<file path="src/rtl/pmon_pkg.sv">
package pmon_pkg;
  localparam int CTRL_W      = 32;
  localparam int RUN_BIT     = 0;
  localparam int TEN_BIT     = 1;
  localparam int MODE_BIT    = 2;
  localparam int WIN_LSB     = 8;
  localparam int WIN_W       = CTRL_W - WIN_LSB;
  localparam int PRESENT_BIT = 4;
  localparam int NUM_EV      = 3;

  // bits that hold state in the control word
  localparam logic [CTRL_W-1:0] KEEP_MASK =
    ({CTRL_W{1'b1}} << WIN_LSB) | CTRL_W'((1 << (MODE_BIT + 1)) - 1);
endpackage

</file>
<file path="src/rtl/pmon_ctrl.sv">
module pmon_ctrl
  import pmon_pkg::*;
(
  input  logic              clk,
  input  logic              rst,
  input  logic              we,
  input  logic [CTRL_W-1:0] wdata,
  output logic [CTRL_W-1:0] ctrl_q,
  output logic [WIN_W-1:0]  timer_q,
  output logic              clr_o,
  output logic              count_en_o
);
  logic [CTRL_W-1:0] stored;
  logic              run_tmr;
  logic              win_open;

  always_comb begin
    stored = wdata & KEEP_MASK;
    if (!wdata[TEN_BIT]) stored[CTRL_W-1:WIN_LSB] = '0;
  end

  assign clr_o    = we && wdata[RUN_BIT] && !ctrl_q[RUN_BIT];
  assign run_tmr  = ctrl_q[RUN_BIT] && ctrl_q[TEN_BIT];
  assign win_open = (timer_q != '0);

  always_comb begin
    if (!ctrl_q[RUN_BIT])       count_en_o = 1'b0;
    else if (ctrl_q[MODE_BIT])  count_en_o = ctrl_q[TEN_BIT] && win_open;
    else                        count_en_o = !ctrl_q[TEN_BIT] || win_open;
  end

  always_ff @(posedge clk) begin
    if (rst)     ctrl_q <= '0;
    else if (we) ctrl_q <= stored;
  end

  always_ff @(posedge clk) begin
    if (rst)                      timer_q <= '0;
    else if (clr_o)               timer_q <= stored[CTRL_W-1:WIN_LSB];
    else if (run_tmr && win_open) timer_q <= timer_q - 1'b1;
  end


  timer_dec_chk: assert property (@(posedge clk) disable iff (rst)
    run_tmr && win_open && !clr_o |=> timer_q == $past(timer_q) - 1'b1);

  timer_floor_chk: assert property (@(posedge clk) disable iff (rst)
    !win_open && !clr_o |=> !win_open);

  win_zero_chk: assert property (@(posedge clk) disable iff (rst)
    !ctrl_q[TEN_BIT] |-> ctrl_q[CTRL_W-1:WIN_LSB] == '0);

  idle_hold_chk: assert property (@(posedge clk) disable iff (rst)
    !ctrl_q[RUN_BIT] && !clr_o |=> $stable(timer_q));
endmodule

</file>
<file path="src/rtl/pmon_sat_cnt.sv">
module pmon_sat_cnt #(
  parameter int CNT_W = 32
) (
  input  logic             clk,
  input  logic             rst,
  input  logic             clr,
  input  logic             inc,
  output logic [CNT_W-1:0] cnt
);
  localparam logic [CNT_W-1:0] TOP = '1;

  always_ff @(posedge clk) begin
    if (rst || clr)              cnt <= '0;
    else if (inc && cnt != TOP)  cnt <= cnt + 1'b1;
  end


  clr_zero_chk: assert property (@(posedge clk) disable iff (rst)
    clr |=> cnt == '0);

  inc_step_chk: assert property (@(posedge clk) disable iff (rst)
    inc && !clr && cnt != TOP |=> cnt == $past(cnt) + CNT_W'(1));

  sat_hold_chk: assert property (@(posedge clk) disable iff (rst)
    cnt == TOP && !clr |=> cnt == TOP);

  no_inc_chk: assert property (@(posedge clk) disable iff (rst)
    !inc && !clr |=> $stable(cnt));
endmodule

</file>
<file path="src/rtl/cache_perf_mon.sv">
module cache_perf_mon
  import pmon_pkg::*;
#(
  parameter int CNT_W   = 32,
  parameter bit PRESENT = 1'b1
) (
  input  logic              clk,
  input  logic              rst,
  input  logic              ctrl_we,
  input  logic [31:0]       ctrl_wdata,
  input  logic              ev_hit,
  input  logic              ev_miss,
  input  logic              ev_byp,
  output logic [31:0]       ctrl_rdata,
  output logic [31:0]       build_cfg,
  output logic [23:0]       timer_left,
  output logic [CNT_W-1:0]  hit_count,
  output logic [CNT_W-1:0]  miss_count,
  output logic [CNT_W-1:0]  byp_count
);
  assign build_cfg = PRESENT ? (32'd1 << PRESENT_BIT) : 32'd0;

  if (PRESENT) begin : g_mon
    logic              clr, cnt_en;
    logic [NUM_EV-1:0] evs;
    logic [CNT_W-1:0]  cnts [NUM_EV];

    assign evs = {ev_byp, ev_miss, ev_hit};

    pmon_ctrl u_ctrl (
      .clk(clk), .rst(rst), .we(ctrl_we), .wdata(ctrl_wdata),
      .ctrl_q(ctrl_rdata), .timer_q(timer_left),
      .clr_o(clr), .count_en_o(cnt_en)
    );

    for (genvar i = 0; i < NUM_EV; i++) begin : g_cnt
      pmon_sat_cnt #(.CNT_W(CNT_W)) u_cnt (
        .clk(clk), .rst(rst), .clr(clr),
        .inc(cnt_en && evs[i]), .cnt(cnts[i])
      );
    end

    assign hit_count  = cnts[0];
    assign miss_count = cnts[1];
    assign byp_count  = cnts[2];
  end else begin : g_absent
    logic unused_inputs;
    assign unused_inputs = ^{clk, rst, ctrl_we, ctrl_wdata, ev_hit, ev_miss, ev_byp};
    assign ctrl_rdata = '0;
    assign timer_left = '0;
    assign hit_count  = '0;
    assign miss_count = '0;
    assign byp_count  = '0;
  end
endmodule

</file>
<file path="config.mk">
export PLATFORM = sky130hd
export DESIGN_NAME = cache_perf_mon
export DESIGN_NICKNAME = d
export VERILOG_FILES = /design/src/rtl/pmon_pkg.sv /design/src/rtl/pmon_ctrl.sv /design/src/rtl/pmon_sat_cnt.sv /design/src/rtl/cache_perf_mon.sv
export SDC_FILE = /design/constraint.sdc
export NUM_CORES = 1
export LEC_CHECK = 0
export ABC_CLOCK_PERIOD_IN_PS = 8900
export CAP_MARGIN = 20
export CORE_MARGIN = 2
export CORE_UTILIZATION = 40
export CTS_CLUSTER_DIAMETER = 80
export CTS_CLUSTER_SIZE = 40
export DETAILED_ROUTE_END_ITERATION = 10
export GPL_TIMING_DRIVEN = 0
export PLACE_DENSITY = 0.8
export SETUP_SLACK_MARGIN = 0.05
export SLEW_MARGIN = 20
export SYNTH_ARGS = -nofsm -noshare
export SYNTH_HDL_FRONTEND = slang
export SYNTH_HIERARCHICAL = 1
export SYNTH_SLANG_ARGS = --single-unit
</file>
<file path="constraint.sdc">
create_clock -name clk -period 8.9 [get_ports clk]
set_clock_uncertainty 0.05 [all_clocks]
set_input_delay 0.89 -clock clk [delete_from_list [all_inputs] [get_ports clk]]
set_output_delay 0.89 -clock clk [all_outputs]
set_load 0.01 [all_outputs]
</file>
# After elaboration in Yosys (flattened, before gate mapping)
# Cells that the tools add are included.
# totals
inputBits	38
ff_bits	147
# op_classes
n_reduce_logical	17
muxes	5
add_sub_neg	4
eq_ne	3
# ops
operator	count
adder 32 x 1 -> 32 bit (second input constant)	3
!= test 32 bit (second input constant)	3
2-to-1 mux 24 bit	3
nonzero test 24 bit	1
subtractor 24 x 1 -> 24 bit (second input constant)	1
logical AND 1 bit	11
logical NOT 1 bit	2
logical OR 1 bit	2
2-to-1 mux 1 bit	2
nonzero test 2 bit	1

# Longest topological paths before layout
# logic_depth
ltp_word	6
depth_mapped	13
mapped_depth_nobuf	12

# Hierarchy
# Netlist, hierarchy kept.
# modules_own_cells
mod	cells_each	n_inst	area_each_um2
pmon_sat_cnt	189	3	1681.6
pmon_ctrl	312	1	2598.7
cache_perf_mon	37	1	266.5

# Worst setup path after synthesis
# Ideal clock, no wire load.
# synth_timing
path_type	register to register
from	reg g_mon.u_ctrl.timer_q[16]
to	reg g_mon.g_cnt[0].u_cnt.cnt[17]
arrival_time_ns	2.784
path_slack_ns	5.934
period_less_slack_ns	2.966
stages_incl_launch_ff	12
cell_sequence	dfxtp_1 or4_4 or4_4 nor3_1 mux2i_1 and2_1 and2_1 and3_4 o311ai_4 buf_6 or3_2 a21oi_2
# synth_via
elab_chain_len	6
word_cells_on_any_way	7
cone_classes	mux: 2; reduce/logical: 5
# synth_lines
element	line_no	source
start, declared	pmon_ctrl.sv:9	output logic [WIN_W-1:0] timer_q,
start signal, assigned	pmon_ctrl.sv:39	else if (clr_o) timer_q <= stored[CTRL_W-1:WIN_LSB];
start signal, assigned	pmon_ctrl.sv:40	else if (run_tmr && win_open) timer_q <= timer_q - 1'b1;
nonzero test 24 bit (*)	pmon_ctrl.sv:24	assign win_open = (timer_q != '0);
logical OR 1 bit or logical AND 1 bit (tied branches)	pmon_ctrl.sv:29, pmon_ctrl.sv:28	
2-to-1 mux 1 bit (*)	pmon_ctrl.sv:28	else if (ctrl_q[MODE_BIT]) count_en_o = ctrl_q[TEN_BIT] && win_open;
2-to-1 mux 1 bit (*)	pmon_ctrl.sv:27	if (!ctrl_q[RUN_BIT]) count_en_o = 1'b0;
via g_mon.cnt_en	cache_perf_mon.sv:24	logic clr, cnt_en;
logical AND 1 bit (*)	cache_perf_mon.sv:39	.inc(cnt_en && evs[i]), .cnt(cnts[i])
logical AND 1 bit (*)	pmon_sat_cnt.sv:14	else if (inc && cnt != TOP) cnt <= cnt + 1'b1;
end signal, assigned	pmon_sat_cnt.sv:14	
end, declared	pmon_sat_cnt.sv:8	output logic [CNT_W-1:0] cnt
# Mark *: on every way through the listed nets, which the timed path passes. The rest lies on a longest branch.
# A chain may end at the register's enable or synchronous reset.

# Worst setup path in the final report
# layout_timing
from	reg g_mon.u_ctrl.timer_q[16]
to	reg g_mon.g_cnt[0].u_cnt.cnt[19]
# The elaborated chain is that of the path after synthesis.

==> flow_metrics.py <==
metrics = {
    "yosys": {
        "synthAdderAreaFrac_pct": 0.791,
        "synth.avg_cell_area_um2": 8.64,
        "netlist_area_um2": 7910,
        "yosysTopAreaCell": "dfxtp_1",
        "synth_top_family_by_area": "simple AND/OR/NAND/NOR gates",
        "yosysTopAreaCellShare_pct": 37.2,
        "synth_xor_area_share_pct": 0.775,
        "synthTopCellsByArea": "dfxtp_1 (37%), a21oi_1 (7.1%), or3_1 (4.3%)",
        "synth.distinct_cells": 60,
        "ys_seq_area_share_pct": 37.2,
        "yosysWarnings": 6,
        "synth_compound_area_share_pct": 23.3,
        "synthCells": 916,
        "ys_seq_elements": 147,
        "synthSimpleGateAreaFrac_pct": 28.8,
        "synthMuxAreaShare_pct": 0.886,
    },
    "timing": {
        "tns_ps": 0,
        "grt_setup_unrepaired": "false",
        "slew_headroom_pct": 43.9,
        "drv_slew": 0,
        "final_hold_viol_count": 0,
        "finalCritPeriodShare_pct": 39.6,
        "fin_crit_ps": 3530,
        "setup_viol": 0,
        "tightest_slew_ps": 829,
        "fmax_mhz": 284,
    },
    "drt": {
        "vias": 8026,
        "wire_per_inst_um": 16.5,
        "drt_first_iter_violations": 495,
        "vias_per_cell": 5.63,
        "dr.pass1.iters": 5,
        "drc": 0,
        "ant_nets": 0,
        "wirelength_mm": 23.6,
    },
    "power_and_ir_drop": {
        "ir_drop_mv": 0.121,
        "p_per_area_nw_per_um2": 147,
        "p_leak_uw": 0.00342,
        "power_uw": 1580,
    },
    "global_route": {
        "grt_max_degree": 17,
        "antenna_found_initial": 0,
        "grt_pass1_wl_mm": 37.2,
        "grt_pass1_vias": 7242,
        "grt_usage_pct": 22.3,
        "grt_overflow": 0,
        "grt_most_used_layer": "met2",
        "met2_usage_pct": 35.6,
        "met3_usage_pct": 4.07,
        "grtUsageMet1_pct": 30.3,
    },
    "job": {
        "cap_violations": 0,
    },
    "clock_tree": {
        "cts_buffers": 17,
        "postCtsHoldBufs": 0,
        "clk_pin_slew_worst_paths_ps": 70,
        "cts_tree": "built",
        "cts_root_buf": "clkbuf_16",
        "htreeDepth": 4,
        "post_cts_resized": 0,
        "cts_sinks": 147,
        "postCtsSetupRepairBufs": 0,
        "insertion_delay_ps": 430,
        "clockBufferDepth": 2,
    },
    "critical_path": {
        "critical_path.cell_chain": "or4_4, or4_4, nor3_1, mux2i_1, and2_1, and2_1, and3_4, o311ai_4, buf_6, or3_2, a21oi_2",
        "cp_slowest_cell": "or4_4",
        "cp_max_fo": 10,
        "path_class": "reg -> reg",
        "cp.required_ps": 9140,
        "critPathCaptureType": "flip-flop",
        "max_stage_delay_ps": 580,
        "cp-start-kind": "flip-flop",
        "regToRegSetupSlack_ps": 5370,
        "cp_data_arrival_time_ps": 3760,
    },
    "place": {
        "gp_congestion": 0.863,
        "port_buffers": 178,
        "dpl.cell_count": 1393,
        "dpl.hpwl_mm": 17.3,
    },
    "floorplanning": {
        "start_util_pct": 40.6,
        "fp.coreArea_um2": 19500,
        "pin_count": 222,
        "die_width_um": 145,
        "die_area_um2": 20900,
        "chipHeight_um": 145,
        "num_rows": 51,
    },
    "final_layout": {
        "multi_input_comb_area_um2": 4450,
        "syn_to_final_growth_pct": 35.6,
        "final_cell_mix": "clkdlybuf4s50_1 (178), dfxtp_1 (147), a21oi_1 (113), nand3_1 (65), or3_1 (55)",
        "seq_area_um2": 2940,
        "fin_util_pct": 55.1,
        "fillers": 1778,
        "drive_gt1_share_pct": 14.4,
        "n_antenna_cell": 0,
        "layout_commonest_cell": "clkdlybuf4s50_1",
        "final_net_count": 1190,
        "stdcell_count": 1425,
    },
    "status": {
        "status": "finished clean",
    },
    "hold_path": {
        "min_path_type": "reg -> reg",
    },
}
## cell usage after synthesis (all sizes together)
cell         number
a211oi            6
a21o              1
a21oi           134
a311oi           10
a31oi             5
and2              8
and3             13
and4             21
buf              55
clkbuf           29
clkinv            1
conb              3
dfxtp           147
dlygate4sd1       3
ha                5
inv              15
mux2i             7
nand2            50
nand2b           26
nand3            65
nand3b            2
nand4            28
nand4b            1
nor2             19
nor3              7
nor3b             2
nor4              5
nor4b             2
o211ai            2
o21a              1
o21ai            61
o311a             2
o311ai            8
o31a              1
o31ai            40
o41ai             4
or2               8
or3              67
or3b              1
or4              44
xnor2             4
xor2              3
## stage by stage
stage	hold WS [ps]	cell area [um^2]	worst slack, ps
2_1_floorplan	444	8040	5930
3_3_place_gp	411	10200	5120
3_5_place_dp	413	10200	5150
4_1_cts	422	10700	5380
5_1_grt	444	10700	5190
6_report	421	10700	5370
## cell families (layout without fill, tap and decap cells)
logic type	count (synthesis)	in the layout
other	3	37
DFF	147	147
adders and majority gates	5	5
muxes	7	7
buffers and inverters	103	313
and+or+nand+nor	369	369
xor gates and xnor gates	7	7
AOI/OAI and AO/OA	275	275
## layer usage
| layer | part of all wire (%) | vias up |
|---|---|---|
| met1 | 45 | 3813 |
| met4 | 2.1 | 0 |
| met2 | 46 | 277 |
| li1 | - | 3903 |
| met3 | 6.5 | 33 |
| met5 | 0 | - |
## registers in the layout, summed over array words and instances (netlist names)
| register | cells |
|---|---|
| g_mon.u_ctrl/ctrl_q | 27 |
| g_mon.g_cnt.u_cnt/cnt | 96 |
| g_mon.u_ctrl/timer_q | 24 |
## layout make-up
| class | instances | area share, % |
|---|---|---|
| buffer | 87 | 5.42 |
| inverter | 16 | 0.560 |
| tap | 265 | 3.09 |
| timing repair buffer | 178 | 16.6 |
| clock buffer | 17 | 3.97 |
| clock inverter | 15 | 1.39 |
| sequential | 147 | 27.4 |
| multi-input combinational | 700 | 41.5 |
## critical path: cells and delay by family, from the launching register on
| family | cells | cell delay, ps |
|---|---|---|
| AND/OR/NAND/NOR | 7 | 2400 |
| multiplexers | 1 | 130 |
| buffers and inverters | 1 | 210 |
| flip-flops | 1 | 400 |
| AO/OA/AOI/OAI | 2 | 180 |
## final timing paths
check / startpoint / endpoint / depth (start not counted)
max: g_mon.u_ctrl/timer_q[16] / g_mon.g_cnt[0].u_cnt/cnt[19] / 11
min: g_mon.u_ctrl/ctrl_q[13] / g_mon.u_ctrl/ctrl_q[13] / 2
max reg2reg: g_mon.u_ctrl/timer_q[16] / g_mon.g_cnt[0].u_cnt/cnt[19] / 11
min reg2reg: g_mon.u_ctrl/ctrl_q[13] / g_mon.u_ctrl/ctrl_q[13] / 2
## power by group
group / internal, uW / total, uW / switching (uW)
clock network: 394 / 710 / 316
registers: 671 / 686 / 15.7
logic: 79.0 / 180 / 101
Power figures use the tool's default switching activity.
